<file path="src/rtl/iala_pkg.sv">
package iala_pkg;
  localparam int OPC_W  = 6;
  localparam int FUNC_W = 7;

  localparam logic [OPC_W-1:0]  OPC_ARITH = 6'h10;
  localparam logic [OPC_W-1:0]  OPC_LOGIC = 6'h11;

  localparam logic [FUNC_W-1:0] FN_ADDW   = 7'h00;
  localparam logic [FUNC_W-1:0] FN_ADDWT  = 7'h40;
  localparam logic [FUNC_W-1:0] FN_BYTEGE = 7'h0F;

  localparam logic [FUNC_W-1:0] FN_AND    = 7'h00;
  localparam logic [FUNC_W-1:0] FN_ANDN   = 7'h08;
  localparam logic [FUNC_W-1:0] FN_OR     = 7'h20;
  localparam logic [FUNC_W-1:0] FN_ORN    = 7'h28;
  localparam logic [FUNC_W-1:0] FN_XOR    = 7'h40;
  localparam logic [FUNC_W-1:0] FN_XNOR   = 7'h48;
  localparam logic [FUNC_W-1:0] FN_BYTEMSK = 7'h31;

  typedef enum logic [2:0] {
    SEL_NONE,
    SEL_ADD,
    SEL_BYTEGE,
    SEL_LOGIC,
    SEL_BYTEMSK
  } res_sel_e;
endpackage

</file>
<file path="src/rtl/iala_lw_add.sv">
module iala_lw_add #(
  parameter int WORD_W = 32
) (
  input  logic [WORD_W-1:0] a_i,
  input  logic [WORD_W-1:0] b_i,
  output logic [WORD_W-1:0] sum_o,
  output logic              ovf_o
);
  function automatic logic [WORD_W-1:0] add_word(input logic [WORD_W-1:0] x,
                                                 input logic [WORD_W-1:0] y);
    return x + y;
  endfunction

  function automatic logic sign_ovf(input logic [WORD_W-1:0] x,
                                    input logic [WORD_W-1:0] y,
                                    input logic [WORD_W-1:0] s);
    return (x[WORD_W-1] == y[WORD_W-1]) && (s[WORD_W-1] != x[WORD_W-1]);
  endfunction

  logic [WORD_W:0] wide_sum;

  always_comb begin
    sum_o    = add_word(a_i, b_i);
    ovf_o    = sign_ovf(a_i, b_i, sum_o);
    wide_sum = {a_i[WORD_W-1], a_i} + {b_i[WORD_W-1], b_i};
    // the sign-rule flag must agree with a one-bit-wider signed sum
    a_r3_ovf_wide: assert (ovf_o == (wide_sum[WORD_W] != wide_sum[WORD_W-1]))
      else $error("a_r3_ovf_wide: overflow flag disagrees with wide sum");
  end
endmodule

</file>
<file path="src/rtl/iala_byte_cmp.sv">
module iala_byte_cmp #(
  parameter int DATA_W = 64,
  parameter int LANE_W = 8
) (
  input  logic [DATA_W-1:0] a_i,
  input  logic [DATA_W-1:0] b_i,
  output logic [DATA_W-1:0] y_o
);
  localparam int LANES = DATA_W / LANE_W;

  function automatic logic lane_ge(input logic [LANE_W-1:0] x,
                                   input logic [LANE_W-1:0] y);
    return x >= y;
  endfunction

  logic [LANES-1:0] ge_bits;

  for (genvar g = 0; g < LANES; g++) begin : g_lane
    always_comb begin
      ge_bits[g] = lane_ge(a_i[g*LANE_W +: LANE_W], b_i[g*LANE_W +: LANE_W]);
      // equal lanes always compare as greater-or-equal
      a_r4_equal_sets: assert ((a_i[g*LANE_W +: LANE_W] != b_i[g*LANE_W +: LANE_W]) || ge_bits[g])
        else $error("a_r4_equal_sets: equal lane %0d not flagged", g);
    end
  end

  assign y_o = {{(DATA_W-LANES){1'b0}}, ge_bits};
endmodule

</file>
<file path="src/rtl/iala_byte_mask.sv">
module iala_byte_mask #(
  parameter int DATA_W = 64,
  parameter int LANE_W = 8,
  parameter int LANES  = DATA_W / LANE_W
) (
  input  logic [DATA_W-1:0] a_i,
  input  logic [LANES-1:0]  keep_i,
  output logic [DATA_W-1:0] y_o
);
  logic [DATA_W-1:0] clear_mask;

  for (genvar g = 0; g < LANES; g++) begin : g_lane
    assign clear_mask[g*LANE_W +: LANE_W] = {LANE_W{~keep_i[g]}};
  end

  assign y_o = a_i & ~clear_mask;
endmodule

</file>
<file path="src/rtl/iala_logic.sv">
module iala_logic
  import iala_pkg::*;
#(
  parameter int DATA_W = 64
) (
  input  logic [FUNC_W-1:0] func_i,
  input  logic [DATA_W-1:0] a_i,
  input  logic [DATA_W-1:0] b_i,
  output logic [DATA_W-1:0] y_o,
  output logic              hit_o
);
  function automatic logic [DATA_W:0] bitwise(input logic [FUNC_W-1:0] f,
                                              input logic [DATA_W-1:0] x,
                                              input logic [DATA_W-1:0] y);
    logic [DATA_W-1:0] yy;
    yy = f[3] ? ~y : y;
    case (f)
      FN_AND, FN_ANDN: return {1'b1, x & yy};
      FN_OR,  FN_ORN:  return {1'b1, x | yy};
      FN_XOR, FN_XNOR: return {1'b1, x ^ yy};
      default:         return '0;
    endcase
  endfunction

  always_comb begin
    {hit_o, y_o} = bitwise(func_i, a_i, b_i);
  end
endmodule

</file>
<file path="src/rtl/int_alu_unit.sv">
module int_alu_unit
  import iala_pkg::*;
#(
  parameter int DATA_W = 64,
  parameter int WORD_W = 32,
  parameter int LANE_W = 8,
  parameter int LIT_W  = 8
) (
  input  logic [OPC_W-1:0]  opcode_i,
  input  logic [FUNC_W-1:0] func_i,
  input  logic [DATA_W-1:0] op_a_i,
  input  logic [DATA_W-1:0] op_b_i,
  input  logic              lit_sel_i,
  input  logic [LIT_W-1:0]  lit_i,
  output logic [DATA_W-1:0] result_o,
  output logic              valid_o,
  output logic              ovf_trap_o,
  output logic              illegal_o
);
  localparam int LANES = DATA_W / LANE_W;
  localparam int EXT_W = DATA_W - WORD_W;

  logic [DATA_W-1:0] b_eff;
  logic [WORD_W-1:0] add_sum;
  logic              add_ovf;
  logic [DATA_W-1:0] cmp_y;
  logic [DATA_W-1:0] msk_y;
  logic [DATA_W-1:0] log_y;
  logic              log_hit;
  res_sel_e          sel;
  logic              is_trap_add;
  logic              is_arith;
  logic              is_logic;

  // the literal is widened with zeros before any operation sees it
  assign b_eff = lit_sel_i ? {{(DATA_W-LIT_W){1'b0}}, lit_i} : op_b_i;

  iala_lw_add #(.WORD_W(WORD_W)) u_add (
    .a_i   (op_a_i[WORD_W-1:0]),
    .b_i   (b_eff[WORD_W-1:0]),
    .sum_o (add_sum),
    .ovf_o (add_ovf)
  );

  iala_byte_cmp #(.DATA_W(DATA_W), .LANE_W(LANE_W)) u_cmp (
    .a_i (op_a_i),
    .b_i (b_eff),
    .y_o (cmp_y)
  );

  iala_byte_mask #(.DATA_W(DATA_W), .LANE_W(LANE_W), .LANES(LANES)) u_msk (
    .a_i    (op_a_i),
    .keep_i (b_eff[LANES-1:0]),
    .y_o    (msk_y)
  );

  iala_logic #(.DATA_W(DATA_W)) u_log (
    .func_i (func_i),
    .a_i    (op_a_i),
    .b_i    (b_eff),
    .y_o    (log_y),
    .hit_o  (log_hit)
  );

  // decode of group and function
  always_comb begin
    is_arith    = (opcode_i == OPC_ARITH);
    is_logic    = (opcode_i == OPC_LOGIC);
    is_trap_add = 1'b0;
    sel         = SEL_NONE;
    illegal_o   = 1'b0;
    if (is_arith) begin
      case (func_i)
        FN_ADDW:   sel = SEL_ADD;
        FN_ADDWT: begin
          sel         = SEL_ADD;
          is_trap_add = 1'b1;
        end
        FN_BYTEGE: sel = SEL_BYTEGE;
        default:   illegal_o = 1'b1;
      endcase
    end else if (is_logic) begin
      if (func_i == FN_BYTEMSK) sel = SEL_BYTEMSK;
      else if (log_hit)         sel = SEL_LOGIC;
      else                      illegal_o = 1'b1;
    end
  end

  // result steering
  always_comb begin
    case (sel)
      SEL_ADD:     result_o = {{EXT_W{add_sum[WORD_W-1]}}, add_sum};
      SEL_BYTEGE:  result_o = cmp_y;
      SEL_LOGIC:   result_o = log_y;
      SEL_BYTEMSK: result_o = msk_y;
      default:     result_o = '0;
    endcase
    valid_o    = (sel != SEL_NONE);
    ovf_trap_o = is_trap_add && add_ovf;
  end

  // checks on the assembled outputs
  always_comb begin
    // an undefined function yields a zero result and no valid
    a_r9_illegal_zero: assert (!illegal_o || (result_o == '0 && !valid_o && !ovf_trap_o))
      else $error("a_r9_illegal_zero: illegal encoding leaked data");
    // only the trapping add may raise the trap
    a_r8_trap_only_addwt: assert (!ovf_trap_o || (opcode_i == OPC_ARITH && func_i == FN_ADDWT))
      else $error("a_r8_trap_only_addwt: trap from wrong encoding");
    // accepted and rejected are exclusive
    a_r7_excl: assert ($onehot0({valid_o, illegal_o}))
      else $error("a_r7_excl: valid and illegal together");
    // longword results are sign-extended
    a_r2_sext: assert (!(valid_o && sel == SEL_ADD) ||
                       result_o[DATA_W-1:WORD_W] == {EXT_W{result_o[WORD_W-1]}})
      else $error("a_r2_sext: longword result not sign-extended");
    // foreign opcodes stay silent
    a_r1_foreign_quiet: assert (is_arith || is_logic ||
                                (!valid_o && !illegal_o && result_o == '0))
      else $error("a_r1_foreign_quiet: foreign opcode produced output");
  end
endmodule

</file>
<file path="config.mk">
export PLATFORM = sky130hd
export DESIGN_NAME = int_alu_unit
export DESIGN_NICKNAME = d
export VERILOG_FILES = /design/src/rtl/iala_pkg.sv /design/src/rtl/iala_lw_add.sv /design/src/rtl/iala_byte_cmp.sv /design/src/rtl/iala_byte_mask.sv /design/src/rtl/iala_logic.sv /design/src/rtl/int_alu_unit.sv
export SDC_FILE = /design/constraint.sdc
export NUM_CORES = 1
export LEC_CHECK = 0
export BUFFER_PORTS_ARGS = -buffer_cell sky130_fd_sc_hd__buf_2
export CORE_UTILIZATION = 57
export DETAILED_ROUTE_END_ITERATION = 16
export PLACE_DENSITY_LB_ADDON = 0.25
export RECOVER_POWER = 25
export REMOVE_ABC_BUFFERS = 1
export SLEW_MARGIN = 10
export SYNTH_ARGS = -nofsm -noshare
export SYNTH_HDL_FRONTEND = slang
export SYNTH_SLANG_ARGS = --single-unit
</file>
<file path="constraint.sdc">
create_clock -name vclk -period 3.7
set_input_delay 0 -clock vclk [all_inputs]
set_output_delay 0 -clock vclk [all_outputs]
set_load 0.1 [all_outputs]
</file>
==> flow_summary_export.csv <==
group,metric,value,unit
grt,grtUsageTotal,30.7,%
min_path,min_path_type,"in2out",
timing,hold_violations,0,
power_and_ir_drop,combPwrFrac,100.0,%
power_and_ir_drop,total_power,1.15,mW
timing,maxSlewViolCount,20,
finish,clockBufferCount,0,
power_and_ir_drop,p_sw,0.633,mW
clock_network,cts_setup_buffers,0,
finish,drive_gt1_share,18.6,%
detailed_routing,dr.pass1.iters,4,
power_and_ir_drop,p_sw_share,55.3,%
clock_network,holdBufCountCts,0,
logic_synthesis,syn_area,8470,sq um
worst_setup_path,critPathArrivalTime,3.55,ns
detailed_routing,drc,0,
die,initial_core_util,58.3,%
logic_synthesis,synth_top_cells_by_count,"ha_1 (222), inv_1 (182), xnor2_1 (86), mux2i_1 (72), o22ai_1 (65)",
status,outcome,"finished with violations",
finish,syn_to_final_growth,24.9,%
flow_run,drv_cap,1,
die,fp.dieH,124,um
detailed_routing,viasPerCell,5.90,
timing,layout_worst_path_cycle_share,96.0,%
detailed_routing,wl,24.7,mm
worst_setup_path,critPathCaptureType,"output port",
grt,grt_pass1_vias,8215,
placement,placed_cells,1484,
power_and_ir_drop,vdd_drop_max,104,uV
timing,setup_ws,0.148,ns
detailed_routing,wl_per_cell,16.6,um
power_and_ir_drop,power_frac_seq,0,%
finish,seq_cell_count,0,
timing,finalSetupViolCount,0,
logic_synthesis,yosysTopAreaCellShare,32.8,%
worst_setup_path,start_kind,"primary input",
finish,fin_cells,1485,
detailed_routing,vias,8759,
logic_synthesis,synth_most_common_cell,"ha_1",
logic_synthesis,synth_area_leaders,"ha_1 (33%), xnor2_1 (8.9%), mux2i_1 (8.5%)",
detailed_routing,ant_nets,0,
timing,fmax,282,MHz
timing,worst_pin_slew,1.54,ns
grt,grt_pass1_wl,38.3,mm
timing,rsz0062_at_grt,"no",
worst_setup_path,worstSetupPathType,"in2out",
worst_setup_path,worst-path-max-fanout,24,
die,core,14500,sq um
die,dieArea,15400,sq um
grt,grt_overflow_total,0,
worst_setup_path,cp_data_required_time,3.70,ns
status,violations,"capacitance limit, slew limit",
logic_synthesis,yosys_warnings,0,
die,num_rows,44,
logic_synthesis,synth_top_area_cell,"ha_1",
finish,seqCellArea,0,sq um
logic_synthesis,synth_cell_types,56,
logic_synthesis,syn_inst,1121,
timing,slew_headroom,-2.92,%
power_and_ir_drop,clock_power_share,0,%
logic_synthesis,synth.avg_cell_area,7.56,sq um
die,io_pins,217,
power_and_ir_drop,cellLeakagePower,5.70,nW
grt,grt_max_degree,66,
placement,place_congestion,0.928,
clock_network,cts-resized-gates,0,
placement,dp_slack,0.193,ns
logic_synthesis,yosysSeqAreaShare,0,%
placement,portBuffers,217,
grt,antenna_found_initial,2,
finish,num-nets-final,1675,
timing,period_minus_slack,3.55,ns
power_and_ir_drop,power_density,108,nW/um^2
detailed_routing,drtIter0Drc,366,
die,die_x,124,um
power_and_ir_drop,p_int,0.513,mW
placement,post-dp-hpwl,19.3,mm
-- cells by family after synthesis --
| kind of cell | after synthesis | share of synthesized area [%] |
|---|---|---|
| AO/OA/AOI/OAI | 315 | 26.0 |
| XOR/XNOR | 96 | 9.93 |
| adder cells (fa/ha/maj) | 226 | 33.4 |
| buffers and inverters | 241 | 11.1 |
| multiplexers | 72 | 8.51 |
| AND/OR/NAND/NOR | 171 | 11.1 |
-- power by group through the flow --
stage	Sequential (mW)	Clock (mW)	Combinational, mW
after floorplan	0	0	0.755
after global placement	0	0	1.08
after detailed placement	0	0	1.14
after CTS	0	0	1.14
after global routing	0	0.0000000362	1.28
final	0	0.0000000362	1.15
-- layout make-up --
class              instances  area [sq um]
repair buffers           238          2130
fillers                 1191          3950
well taps                184           230
diodes                     1          2.50
multi-input cells        880          7540
inverters                182           683
-- layout by cell type (no fill, tap or decap), drive strengths merged, types with 4 or more instances in the layout --
master    n
inv     182
buf     224
a21o     34
mux2i    72
nor3      9
nor2     42
xor2     10
ha      222
o21ai    46
a31oi     5
a21oi    49
nand2    14
o22ai    65
o22a      4
clkbuf   10
o31ai     7
xnor2    86
nor4      4
nand2b   63
a211oi    4
nor2b    18
o21bai   17
a221o    34
a22oi    26
-- routing by layer --
layer	global-route usage [%]	up-vias	part of all wire (%)
met4	8.04	2	2.3
met5	0	-	0.053
met2	57.0	318	49
met3	2.47	42	6.5
li1	-	4288	-
met1	37.5	4109	42
-- per-stage QoR --
stage	util, %	hold slack [ns]	cell area (sq um)	setup TNS, ns
4_1_cts	73.7	0.472	10700	0
3_5_place_dp	73.7	0.472	10700	0
3_3_place_gp	73.7	0.463	10700	0
6_report	72.8	0.475	10600	0
5_1_grt	72.8	0.494	10600	0
2_1_floorplan	-	0.391	8220	-34.80
-- path summary, 6_finish.rpt --
path  slack (ns)  depth (start not counted)      endpoint  startpoint
max         0.15                         17  result_o[20]   lit_sel_i
min         0.47                          3  result_o[40]  op_a_i[40]
-- critical path: stages --
cell	delay (ns)
buf_2	0.11
buf_12	0.16
mux2i_1	0.14
inv_1	0.09
ha_1	0.18
inv_1	0.07
fa_1	0.40
o21bai_1	0.14
a21oi_1	0.12
o31ai_1	0.37
a21oi_1	0.14
or4b_1	0.61
nor2b_1	0.17
o21bai_1	0.16
xnor2_1	0.09
o21ai_0	0.34
buf_12	0.23
(Power assumes the default switching activity.)
